==> config.mk <==
export PLATFORM = sky130hd
export DESIGN_NAME = pll_coef_bank
export DESIGN_NICKNAME = d
export VERILOG_FILES = /design/src/rtl/pllb_pkg.sv /design/src/rtl/pllb_freq_chk.sv /design/src/rtl/pllb_coef_bank.sv /design/src/rtl/pllb_limits.sv /design/src/rtl/pll_coef_bank.sv
export SDC_FILE = /design/constraint.sdc
export NUM_CORES = 2
export LEC_CHECK = 0
export BUFFER_PORTS_ARGS = -buffer_cell sky130_fd_sc_hd__buf_2
export CORE_MARGIN = 2
export CORE_UTILIZATION = 35
export CTS_CLUSTER_SIZE = 14
export DETAILED_ROUTE_END_ITERATION = 7
export GPL_ROUTABILITY_DRIVEN = 0
export SLEW_MARGIN = 20
export SYNTH_ARGS = -nofsm -noshare
export SYNTH_HDL_FRONTEND = slang
export SYNTH_HIERARCHICAL = 1
export SYNTH_SLANG_ARGS = --single-unit
==> constraint.sdc <==
create_clock -name clk -period 18.6 [get_ports clk]
set_clock_uncertainty 0.15 [all_clocks]
set_input_delay 3.72 -clock clk [delete_from_list [all_inputs] [get_ports clk]]
set_output_delay 3.72 -clock clk [all_outputs]
set_load 0.02 [all_outputs]
==> src/rtl/pllb_pkg.sv <==
package pllb_pkg;
  // reference choices in kHz
  localparam int unsigned REF0_KHZ    = 14318;
  localparam int unsigned REF1_KHZ    = 27000;
  // ceiling decode constants
  localparam int unsigned PIX_OFS_MHZ = 100;
  localparam int unsigned SYS_SCALE   = 4;
  // coefficient storage: three pixel sets then the system set
  localparam int unsigned NUM_PIX     = 3;
  localparam int unsigned NUM_SETS    = NUM_PIX + 1;
  localparam int unsigned SYS_IDX     = NUM_PIX;
  localparam int unsigned SET_REPROG  = 2;
  // ceiling storage: pll max, four depths, system
  localparam int unsigned NUM_DEPTHS  = 4;
  localparam int unsigned NUM_LIMS    = NUM_DEPTHS + 2;
  localparam int unsigned LIM_BASE    = NUM_SETS;
endpackage

==> src/rtl/pllb_freq_chk.sv <==
module pllb_freq_chk #(
  parameter int M_W   = 5,
  parameter int N_W   = 7,
  parameter int P_W   = 3,
  parameter int REF_W = 15,
  parameter int MHZ_W = 11
) (
  input  logic [REF_W-1:0] ref_khz,
  input  logic [M_W-1:0]   m,
  input  logic [N_W-1:0]   n,
  input  logic [P_W-1:0]   p,
  input  logic [MHZ_W-1:0] lim_mhz,
  output logic             ok
);
  localparam int KHZ_W = 10;
  localparam int W     = REF_W + N_W + MHZ_W + KHZ_W + M_W + P_W + 4;

  logic [W-1:0] n1, m1, p1, lhs, rhs;

  // ref*(N+1) <= lim*1000*(M+1)*(P+1), no divider needed
  always_comb begin
    n1  = W'(n) + W'(1);
    m1  = W'(m) + W'(1);
    p1  = W'(p) + W'(1);
    lhs = W'(ref_khz) * n1;
    rhs = W'(lim_mhz) * W'(1000) * m1 * p1;
    ok  = (lhs <= rhs);
  end
endmodule

==> src/rtl/pllb_coef_bank.sv <==
module pllb_coef_bank
  import pllb_pkg::*;
#(
  parameter int CW = 15
) (
  input  logic                     clk,
  input  logic                     rst,
  input  logic                     we,
  input  logic [$clog2(NUM_SETS)-1:0] waddr,
  input  logic [CW-1:0]            wdata,
  output logic [NUM_SETS*CW-1:0]   sets_flat
);
  logic [CW-1:0] set_q [NUM_SETS];

  // kept in flops: three sets are read in parallel every cycle
  always_ff @(posedge clk) begin
    if (rst) begin
      for (int i = 0; i < int'(NUM_SETS); i++) set_q[i] <= '0;
    end else if (we) begin
      set_q[waddr] <= wdata;
    end
  end

  always_comb begin
    for (int i = 0; i < int'(NUM_SETS); i++) sets_flat[i*CW +: CW] = set_q[i];
  end
endmodule

==> src/rtl/pllb_limits.sv <==
module pllb_limits
  import pllb_pkg::*;
#(
  parameter int LIM_W  = 8,
  parameter int ADDR_W = 4,
  parameter int MHZ_W  = 11
) (
  input  logic              clk,
  input  logic              rst,
  input  logic              we,
  input  logic [ADDR_W-1:0] waddr,
  input  logic [LIM_W-1:0]  wdata,
  input  logic [1:0]        depth,
  output logic [MHZ_W-1:0]  pix_lim_mhz,
  output logic [MHZ_W-1:0]  sys_lim_mhz
);
  logic [LIM_W-1:0] lim_q [NUM_LIMS];
  logic [2:0]       dep_idx;
  logic [MHZ_W-1:0] pll_mhz, dep_mhz;

  always_ff @(posedge clk) begin
    if (rst) begin
      for (int i = 0; i < int'(NUM_LIMS); i++) lim_q[i] <= '1;
    end else if (we) begin
      for (int i = 0; i < int'(NUM_LIMS); i++)
        if (waddr == ADDR_W'(int'(LIM_BASE) + i)) lim_q[i] <= wdata;
    end
  end

  // offset decode for pixel fields, scaled decode for the system field
  always_comb begin
    dep_idx     = 3'd1 + {1'b0, depth};
    pll_mhz     = MHZ_W'(lim_q[0]) + MHZ_W'(PIX_OFS_MHZ);
    dep_mhz     = MHZ_W'(lim_q[dep_idx]) + MHZ_W'(PIX_OFS_MHZ);
    pix_lim_mhz = (pll_mhz < dep_mhz) ? pll_mhz : dep_mhz;
    sys_lim_mhz = MHZ_W'(lim_q[NUM_LIMS-1]) * MHZ_W'(SYS_SCALE);
  end
endmodule

==> src/rtl/pll_coef_bank.sv <==
module pll_coef_bank
  import pllb_pkg::*;
#(
  parameter int M_W    = 5,
  parameter int N_W    = 7,
  parameter int P_W    = 3,
  parameter int LIM_W  = 8,
  parameter int ADDR_W = 4
) (
  input  logic                   clk,
  input  logic                   rst,
  input  logic                   ref_sel,
  input  logic [1:0]             depth,
  input  logic                   wr_en,
  input  logic [ADDR_W-1:0]      wr_addr,
  input  logic [M_W+N_W+P_W-1:0] wr_data,
  input  logic                   sel_valid,
  input  logic [1:0]             sel_req,
  input  logic                   err_clr,
  output logic [1:0]             active_sel,
  output logic [M_W-1:0]         pix_m,
  output logic [N_W-1:0]         pix_n,
  output logic [P_W-1:0]         pix_p,
  output logic [M_W-1:0]         sys_m,
  output logic [N_W-1:0]         sys_n,
  output logic [P_W-1:0]         sys_p,
  output logic                   err_flag,
  output logic                   over_flag
);
  localparam int CW    = M_W + N_W + P_W;
  localparam int REF_W = 15;
  localparam int MHZ_W = LIM_W + 3;
  localparam int IDX_W = $clog2(NUM_SETS);

  // ---------------- storage ----------------
  logic [NUM_SETS*CW-1:0] sets_flat;
  logic [CW-1:0]          set_w [NUM_SETS];
  logic [MHZ_W-1:0]       pix_lim, sys_lim;

  // stage-1 (checked request) registers
  logic              wr_pend_q, wr_ok_q, sel_pend_q, sel_ok_q;
  logic [ADDR_W-1:0] wr_addr_q;
  logic [CW-1:0]     wr_data_q;
  logic [1:0]        sel_req_q;

  // commit decisions
  logic wr_commit, wr_refuse, sel_commit, sel_refuse;

  pllb_coef_bank #(.CW(CW)) u_bank (
    .clk       (clk),
    .rst       (rst),
    .we        (wr_commit && (wr_addr_q < ADDR_W'(NUM_SETS))),
    .waddr     (wr_addr_q[IDX_W-1:0]),
    .wdata     (wr_data_q),
    .sets_flat (sets_flat)
  );

  pllb_limits #(.LIM_W(LIM_W), .ADDR_W(ADDR_W), .MHZ_W(MHZ_W)) u_lims (
    .clk         (clk),
    .rst         (rst),
    .we          (wr_commit),
    .waddr       (wr_addr_q),
    .wdata       (wr_data_q[LIM_W-1:0]),
    .depth       (depth),
    .pix_lim_mhz (pix_lim),
    .sys_lim_mhz (sys_lim)
  );

  for (genvar g = 0; g < int'(NUM_SETS); g++) begin : g_unpack
    assign set_w[g] = sets_flat[g*CW +: CW];
  end

  // ---------------- request checks ----------------
  logic [REF_W-1:0] ref_khz;
  logic [CW-1:0]    sel_cand;
  logic [MHZ_W-1:0] wr_lim;
  logic             sel_fit, wr_fit, wr_checked, sel_in_range;

  always_comb begin
    ref_khz      = ref_sel ? REF_W'(REF1_KHZ) : REF_W'(REF0_KHZ);
    sel_cand     = set_w[sel_req];
    sel_in_range = ({1'b0, sel_req} < 3'(NUM_PIX));
    wr_checked   = (wr_addr == ADDR_W'(SET_REPROG)) || (wr_addr == ADDR_W'(SYS_IDX));
    wr_lim       = (wr_addr == ADDR_W'(SYS_IDX)) ? sys_lim : pix_lim;
  end

  pllb_freq_chk #(.M_W(M_W), .N_W(N_W), .P_W(P_W), .REF_W(REF_W), .MHZ_W(MHZ_W)) u_chk_sel (
    .ref_khz (ref_khz),
    .m       (sel_cand[CW-1 -: M_W]),
    .n       (sel_cand[N_W+P_W-1 -: N_W]),
    .p       (sel_cand[P_W-1:0]),
    .lim_mhz (pix_lim),
    .ok      (sel_fit)
  );

  pllb_freq_chk #(.M_W(M_W), .N_W(N_W), .P_W(P_W), .REF_W(REF_W), .MHZ_W(MHZ_W)) u_chk_wr (
    .ref_khz (ref_khz),
    .m       (wr_data[CW-1 -: M_W]),
    .n       (wr_data[N_W+P_W-1 -: N_W]),
    .p       (wr_data[P_W-1:0]),
    .lim_mhz (wr_lim),
    .ok      (wr_fit)
  );

  // check result registered with the request
  always_ff @(posedge clk) begin
    if (rst) begin
      wr_pend_q  <= 1'b0;
      wr_ok_q    <= 1'b0;
      wr_addr_q  <= '0;
      wr_data_q  <= '0;
      sel_pend_q <= 1'b0;
      sel_ok_q   <= 1'b0;
      sel_req_q  <= '0;
    end else begin
      wr_pend_q  <= wr_en;
      wr_ok_q    <= wr_fit || !wr_checked;
      wr_addr_q  <= wr_addr;
      wr_data_q  <= wr_data;
      sel_pend_q <= sel_valid;
      sel_ok_q   <= sel_fit && sel_in_range;
      sel_req_q  <= sel_req;
    end
  end

  // ---------------- commit ----------------
  logic [1:0]    act_q, nxt_sel;
  logic [CW-1:0] pix_q, nxt_pix;
  logic          err_q, over_q, act_fit;

  always_comb begin
    wr_commit  = wr_pend_q && wr_ok_q;
    wr_refuse  = wr_pend_q && !wr_ok_q;
    sel_commit = sel_pend_q && sel_ok_q;
    sel_refuse = sel_pend_q && !sel_ok_q;
    nxt_sel    = sel_commit ? sel_req_q : act_q;
    // a write landing in the newly active set is shown at once
    nxt_pix    = (wr_commit && (wr_addr_q == ADDR_W'(nxt_sel))) ? wr_data_q : set_w[nxt_sel];
  end

  pllb_freq_chk #(.M_W(M_W), .N_W(N_W), .P_W(P_W), .REF_W(REF_W), .MHZ_W(MHZ_W)) u_chk_act (
    .ref_khz (ref_khz),
    .m       (pix_q[CW-1 -: M_W]),
    .n       (pix_q[N_W+P_W-1 -: N_W]),
    .p       (pix_q[P_W-1:0]),
    .lim_mhz (pix_lim),
    .ok      (act_fit)
  );

  always_ff @(posedge clk) begin
    if (rst) begin
      act_q  <= '0;
      pix_q  <= '0;
      err_q  <= 1'b0;
      over_q <= 1'b0;
    end else begin
      act_q  <= nxt_sel;
      pix_q  <= nxt_pix;
      over_q <= !act_fit;
      if (wr_refuse || sel_refuse) err_q <= 1'b1;   // refusal beats clear
      else if (err_clr)            err_q <= 1'b0;
    end
  end

  assign active_sel = act_q;
  assign pix_m      = pix_q[CW-1 -: M_W];
  assign pix_n      = pix_q[N_W+P_W-1 -: N_W];
  assign pix_p      = pix_q[P_W-1:0];
  assign sys_m      = set_w[SYS_IDX][CW-1 -: M_W];
  assign sys_n      = set_w[SYS_IDX][N_W+P_W-1 -: N_W];
  assign sys_p      = set_w[SYS_IDX][P_W-1:0];
  assign err_flag   = err_q;
  assign over_flag  = over_q;
endmodule

Yosys cells after proc, flatten, opt, wreduce, memory -nomap -nowiden
Memory sizes are Yosys's and may differ from the RTL's. Cells that the tools add are included.

Input port bits: 29. Logic and storage cells: 128. RAM bits: 108. Memories: 2. Bits in registers: 44.

Reductions and logical operators: 16. $add $sub $neg: 12. Muxes and demuxes: 51. Order comparisons: 8. Bitwise logic cells: 8. Eq/ne operators: 9. $mul: 11.

Memories: u_bank.set_q (words 4, width 15, read ports 4, clocked after Yosys merged registers in 0, wr ports 4, line pllb_coef_bank.sv:13) `logic [CW-1:0] set_q [NUM_SETS];`; u_lims.lim_q (words 6, width 8, read ports 3, clocked after Yosys merged registers in 0, wr ports 6, line pllb_limits.sv:17) `logic [LIM_W-1:0] lim_q [NUM_LIMS];`.

Operator list (count): less-or-equal comparator 55 bit (3); multiplier 15 x 55 -> 55 bit (3); multiplier 18 x 55 -> 52 bit (3); multiplier 52 x 55 -> 52 bit (3); two-way mux 15 bit (7); binary-select mux 15 bit (select 2 bit) (2); two-way mux 8 bit (6); multiplier 11 x 7 -> 18 bit (second input constant) (2); two-way mux 1 bit (32); adder 7 x 1 -> 8 bit (second input constant) (3); two-way mux 11 bit (2); adder 5 x 1 -> 6 bit (second input constant) (3); adder 8 x 7 -> 9 bit (second input constant) (2); == test 4 x 3 -> 1 bit (second input constant) (4); OR reduction 15 bit (1); adder 3 x 1 -> 4 bit (second input constant) (3); less-than comparator 11 bit (1); == test 4 x 2 -> 1 bit (second input constant) (2); == test 4 bit (second input constant) (2); logical AND 1 bit (7); >= comparator 3 bit (second input constant) (2); inverter 2 -> 3 bit (2); bitwise OR 1 bit (6); == test 4 x 2 -> 1 bit (1); other kinds (7) (13).

Depth between registers and ports, before layout
An unclocked memory read counts as a cell.

Depth after elaboration: 11. Depth in mapped cells: 66.

Hierarchy
Netlist, hierarchy kept.

Modules (own cells, without submodules): pllb_freq_chk (u_chk_wr) (times used 1, seq. area each 0.0 µm², area an instance 12822.3 µm², cells an instance 1572); pllb_freq_chk (u_chk_sel) (times used 1, seq. area each 0.0 µm², area an instance 12497.0 µm², cells an instance 1521); pllb_freq_chk (u_chk_act) (times used 1, seq. area each 0.0 µm², area an instance 12323.1 µm², cells an instance 1498); pll_coef_bank (times used 1, seq. area each 880.8 µm², area an instance 2947.8 µm², cells an instance 310); pllb_limits (times used 1, seq. area each 1441.4 µm², area an instance 2778.9 µm², cells an instance 215); pllb_coef_bank (times used 1, seq. area each 1801.7 µm², area an instance 2298.5 µm², cells an instance 134).

Worst setup path before layout
OpenSTA, ideal clock, no wires.

Path kind: input-to-reg. From: input depth[0]. To: register wr_ok_q. Path buffers: 3. Required time: 18.322 ns. Arrival time: 18.858 ns. Stages: 64. Path slack: -0.536 ns. Library setup time: 0.128 ns. Cells stage by stage: ha_1 -> buf_6 -> mux2_4 -> mux4_2 -> a311oi_2 -> xnor2_1 -> inv_1 -> ha_1 -> a21o_1 -> a21oi_1 -> and2_1 -> a31o_1 -> buf_2 -> mux2i_1 -> mux2_2 -> fa_1 -> inv_1 -> fa_1 -> [... 28 more ...] -> buf_6 -> and3_4 -> o31a_1 -> a311o_1 -> o21ai_2 -> nand2_1 -> xnor2_1 -> ha_1 -> nand4_1 -> nor2_1 -> nand4_1 -> o211ai_1 -> a2111oi_0 -> nand3_1 -> a2111oi_2 -> nand4_1 -> nor4b_1 -> nor2_1.

Word-level cells in the longest chain between the ends: 11.

RTL lines: from (decl) (line pll_coef_bank.sv:13) `input logic [1:0] depth,`; adder 1 x 2 -> 3 bit * (line pllb_limits.sv:32) `dep_idx = 3'd1 + {1'b0, depth};`; memory (6 x 8 bit) *; adder 8 x 7 -> 9 bit * (line pllb_limits.sv:34) `dep_mhz = MHZ_W'(lim_q[dep_idx]) + MHZ_W'(PIX_OFS_MHZ);`; less-than comparator 11 bit (line pllb_limits.sv:35) `pix_lim_mhz = (pll_mhz < dep_mhz) ? pll_mhz : dep_mhz;`; two-way mux 11 bit * (line pllb_limits.sv:35); net pix_lim[1] (line pll_coef_bank.sv:38) `logic [MHZ_W-1:0] pix_lim, sys_lim;`; two-way mux 11 bit * (line pll_coef_bank.sv:84) `wr_lim = (wr_addr == ADDR_W'(SYS_IDX)) ? sys_lim : pix_lim;`; net wr_lim[1] (line pll_coef_bank.sv:76) `logic [MHZ_W-1:0] wr_lim;`; multiplier 11 x 7 -> 18 bit * (line pllb_freq_chk.sv:26) `rhs = W'(lim_mhz) * W'(1000) * m1 * p1;`; multiplier 18 x 55 -> 52 bit * (line pllb_freq_chk.sv:26); multiplier 52 x 55 -> 52 bit * (line pllb_freq_chk.sv:26); less-or-equal comparator 55 bit * (line pllb_freq_chk.sv:27) `ok = (lhs <= rhs);`; net wr_fit (line pll_coef_bank.sv:77) `logic sel_fit, wr_fit, wr_checked, sel_in_range;`; logical OR 1 bit * (line pll_coef_bank.sv:117) `wr_ok_q <= wr_fit || !wr_checked;`; to (signal assigned) (line pll_coef_bank.sv:117); to (decl) (line pll_coef_bank.sv:41) `logic wr_pend_q, wr_ok_q, sel_pend_q, sel_ok_q;`.

The timed path passes the listed nets; every way through them passes the cells marked *. A chain may end at the register's enable or synchronous reset.

Worst setup path after layout
Ends and elaborated chain as after synthesis.

==> metrics <==
outcome completed; Worst Setup SP depth[0]; XOR/XNOR Fraction of Synth Area 0.0498; max-cap viol count 0; HP Class flip-flop to flip-flop; Antenna Violating Nets Remaining 0; Die Width 365 um; Core ar. 129,000 um2; Port Buffers 62; Worst path max stage delay 0.57 ns; Worst Path Max Fanout 7; H-tree depth 4; antenna violations before repair 3; synthesis-stage register bit count 152; largest family of logic cells by synthesized area adder cells; multiplexer share of the synthesized area 0.0215; slowest cell on the critical path fa_1; Layout Nets 7,017; compound-gate portion of the synthesized area 0.109; pin count of the biggest net entering global routing 74; layout cell share with drive strength beyond 1 0.134; R2R cell count 60; global-route wire length before repair 190 mm; # DRC 0; Primary FF master, synth edfxtp_1; worst skew pair latency 0.49 ns; synthesized instance count 5,250; Placement Cell Area 51,400 um2; worst r2r dst wr_ok_q; Synth Cell Area 45,700 um2; clk root buf clkbuf_16; Initial Util 0.353; # rows 132; Hold EP err_flag; hold path depth 2; CTS Buffer Depth 2; CTS buffer count 17; Die H 365 um; Crit. End Element flip-flop; Die Area 133,000 um2; GRT Total Usage 0.173; Area growth, synth to finish 15.0%; Vias/cell 4.94; Slew Viols, Final 0; DP HPWL 93.5 mm; R2R Path Start u_lims/lim_q[0][2]; max_slew headroom 0.202; WS Path Type primary input to flip-flop; period utilization 0.971; Cell variety after synth 108; Startpoint Class primary input; clk slew on worst S/H paths 0.08 ns; drt pass-1 iters 5; TritonCTS clock tree done; # setup viols final 0; simple-gate share of the synthesized area 0.203; Worst Hold Launch err_flag; Syn Area/Cell 8.70 um2; WP data required 18.80 ns; Hold Buf Count CTS 0; Finished Cell Area 52,500 um2; Vias 37.2k; # IOs 63; Tmin final 18.06 ns; Async SR Flop Fraction 0; Layout Cells excl Fill 7,538; Initial DRC Count 1,772; clk sink count 152; Fin. Hold Viols 0; worst slew pin tran 1.19 ns; Layout Utilization 0.405; fill count 13.1k; R2R setup slack 3.86 ns; Post-Route WL 113 mm; CP Buf/Inv Count 17; vias in the first global route 38.6k; adder-cell area share of the yosys netlist 0.441; routed length per placed instance 15.1 um; Fmax 0.0554 GHz; Inst Count DP 7,493; sequential share of the synthesized area 0.0903; Final TNS setup 0 ns; global route overflow 0; Top delay family on crit path adder cells; Post-synth EDFFs 108; Yosys warning total 6; WP data arrival 18.26 ns
routing by layer:
metal | track usage | routed length (um) | up-vias
li1 | - | - | 18000
met1 | 0.222 | 50200 | 18500
met2 | 0.307 | 56400 | 616
met3 | 0.0225 | 4590 | 118
met4 | 0.0428 | 2280 | 2
met5 | 0 | 13 | -
cells in the final DEF (no fill, tap or decap), types with 62 or more instances in the layout:
master,instances
a21o_1,77
a21oi_1,189
and2_1,234
buf_2,62
buf_4,432
conb_1,147
edfxtp_1,108
fa_1,669
ha_1,532
inv_1,869
nand2_1,438
nand2b_1,119
nand3_1,95
nor2_1,404
nor2b_1,190
o21ai_0,116
or2_2,82
xnor2_1,137
xor2_1,107
worst reg2reg max path, delay by kind of cell, from the launching register on:
kind | cells | cell delay [ns]
compound gates | 19 | 3.86
xor+xnor | 2 | 0.32
fa+ha+maj | 13 | 5.52
buf+inv | 15 | 1.47
flops | 1 | 0.53
mux | 5 | 1.70
simple gates | 6 | 1.06
cells in the mapped netlist, types with 11 or more instances:
cell type / instances / area (um2)
a211oi_1: 26 / 195
dfxtp_1: 44 / 881
o21a_1: 26 / 195
fa_1: 669 / 13400
nand3_1: 95 / 475
xnor2_1: 142 / 1240
o2111ai_1: 13 / 114
ha_1: 539 / 6740
o211ai_1: 25 / 188
and4_1: 18 / 158
o21ai_0: 123 / 616
o31a_1: 12 / 105
and3_1: 62 / 388
mux4_2: 23 / 518
o32a_1: 15 / 150
or2_2: 82 / 513
edfxtp_1: 108 / 3240
mux2_2: 22 / 248
nand4_1: 29 / 181
a21o_1: 77 / 578
clkbuf_1: 102 / 383
a221o_1: 17 / 170
o21ai_1: 14 / 70.1
nand2_1: 439 / 1650
mux2i_1: 14 / 140
a21oi_1: 196 / 981
inv_1: 870 / 3270
nor2b_1: 191 / 1190
buf_2: 15 / 75.1
nor3_1: 56 / 280
a31oi_1: 23 / 144
nand2b_1: 119 / 744
a21boi_0: 17 / 128
xor2_1: 112 / 981
nor2_1: 405 / 1520
o21bai_1: 37 / 278
or3_1: 19 / 119
and2_1: 235 / 1470
a311oi_1: 11 / 96.3
o31ai_1: 15 / 113
registers in the layout, summed over array words and instances, names as in the netlist:
register	count
sel_ok_q	1
wr_data_q	15
pix_q	15
wr_pend_q	1
sel_req_q	2
u_lims/lim_q	48
sel_pend_q	1
wr_addr_q	4
wr_ok_q	1
u_bank/set_q	60
over_flag	1
active_sel	2
err_flag	1
final cells by class:
type | count | area, um2 | area share
antenna | 3 | 7.51 | 0.000143
clock buffer | 17 | 425 | 0.00810
clock inverter | 15 | 191 | 0.00365
inverter | 875 | 3290 | 0.0626
multi-input combinational | 4233 | 38600 | 0.735
sequential | 152 | 4120 | 0.0786
tap | 1742 | 2180 | 0.0415
timing repair buffer | 501 | 3690 | 0.0704
logic make-up after synthesis:
group,count (synthesis)
AOI/OAI and AO/OA,735
muxes,65
adders and majority gates,1208
and+or+nand+nor,1821
buffers and inverters,1009
other,3
xor gates and xnor gates,257
DFF,152
through the flow:
| stage | worst slack [ns] | hold WS, ns |
|---|---|---|
| 2_1_floorplan | 0.0440 | 0.314 |
| 3_3_place_gp | -0.0581 | 0.352 |
| 3_5_place_dp | -0.222 | 0.361 |
| 4_1_cts | 0.233 | 0.387 |
| 5_1_grt | -0.124 | 0.414 |
| 6_report | 0.542 | 0.374 |
how the worst max path moves through the flow:
stage | endpoint | slack (ns) | cells after the start
4_1_cts | wr_ok_q | 0.23 | 64
6_report | wr_ok_q | 0.54 | 63
2_1_floorplan | wr_ok_q | 0.04 | 63
3_5_place_dp | wr_ok_q | -0.22 | 62
5_1_grt | wr_ok_q | -0.12 | 63
3_3_place_gp | wr_ok_q | -0.06 | 64
repair_timing:
| action | CTS | global route |
|---|---|---|
| resized for setup | 0 | 75 |
| endpoints found under the setup margin | 0 | 3 |
| buffers inserted | 0 | 8 |
Power is not shown: default switching activity piles up to over one toggle a cycle in this logic, so the estimate is an artifact.
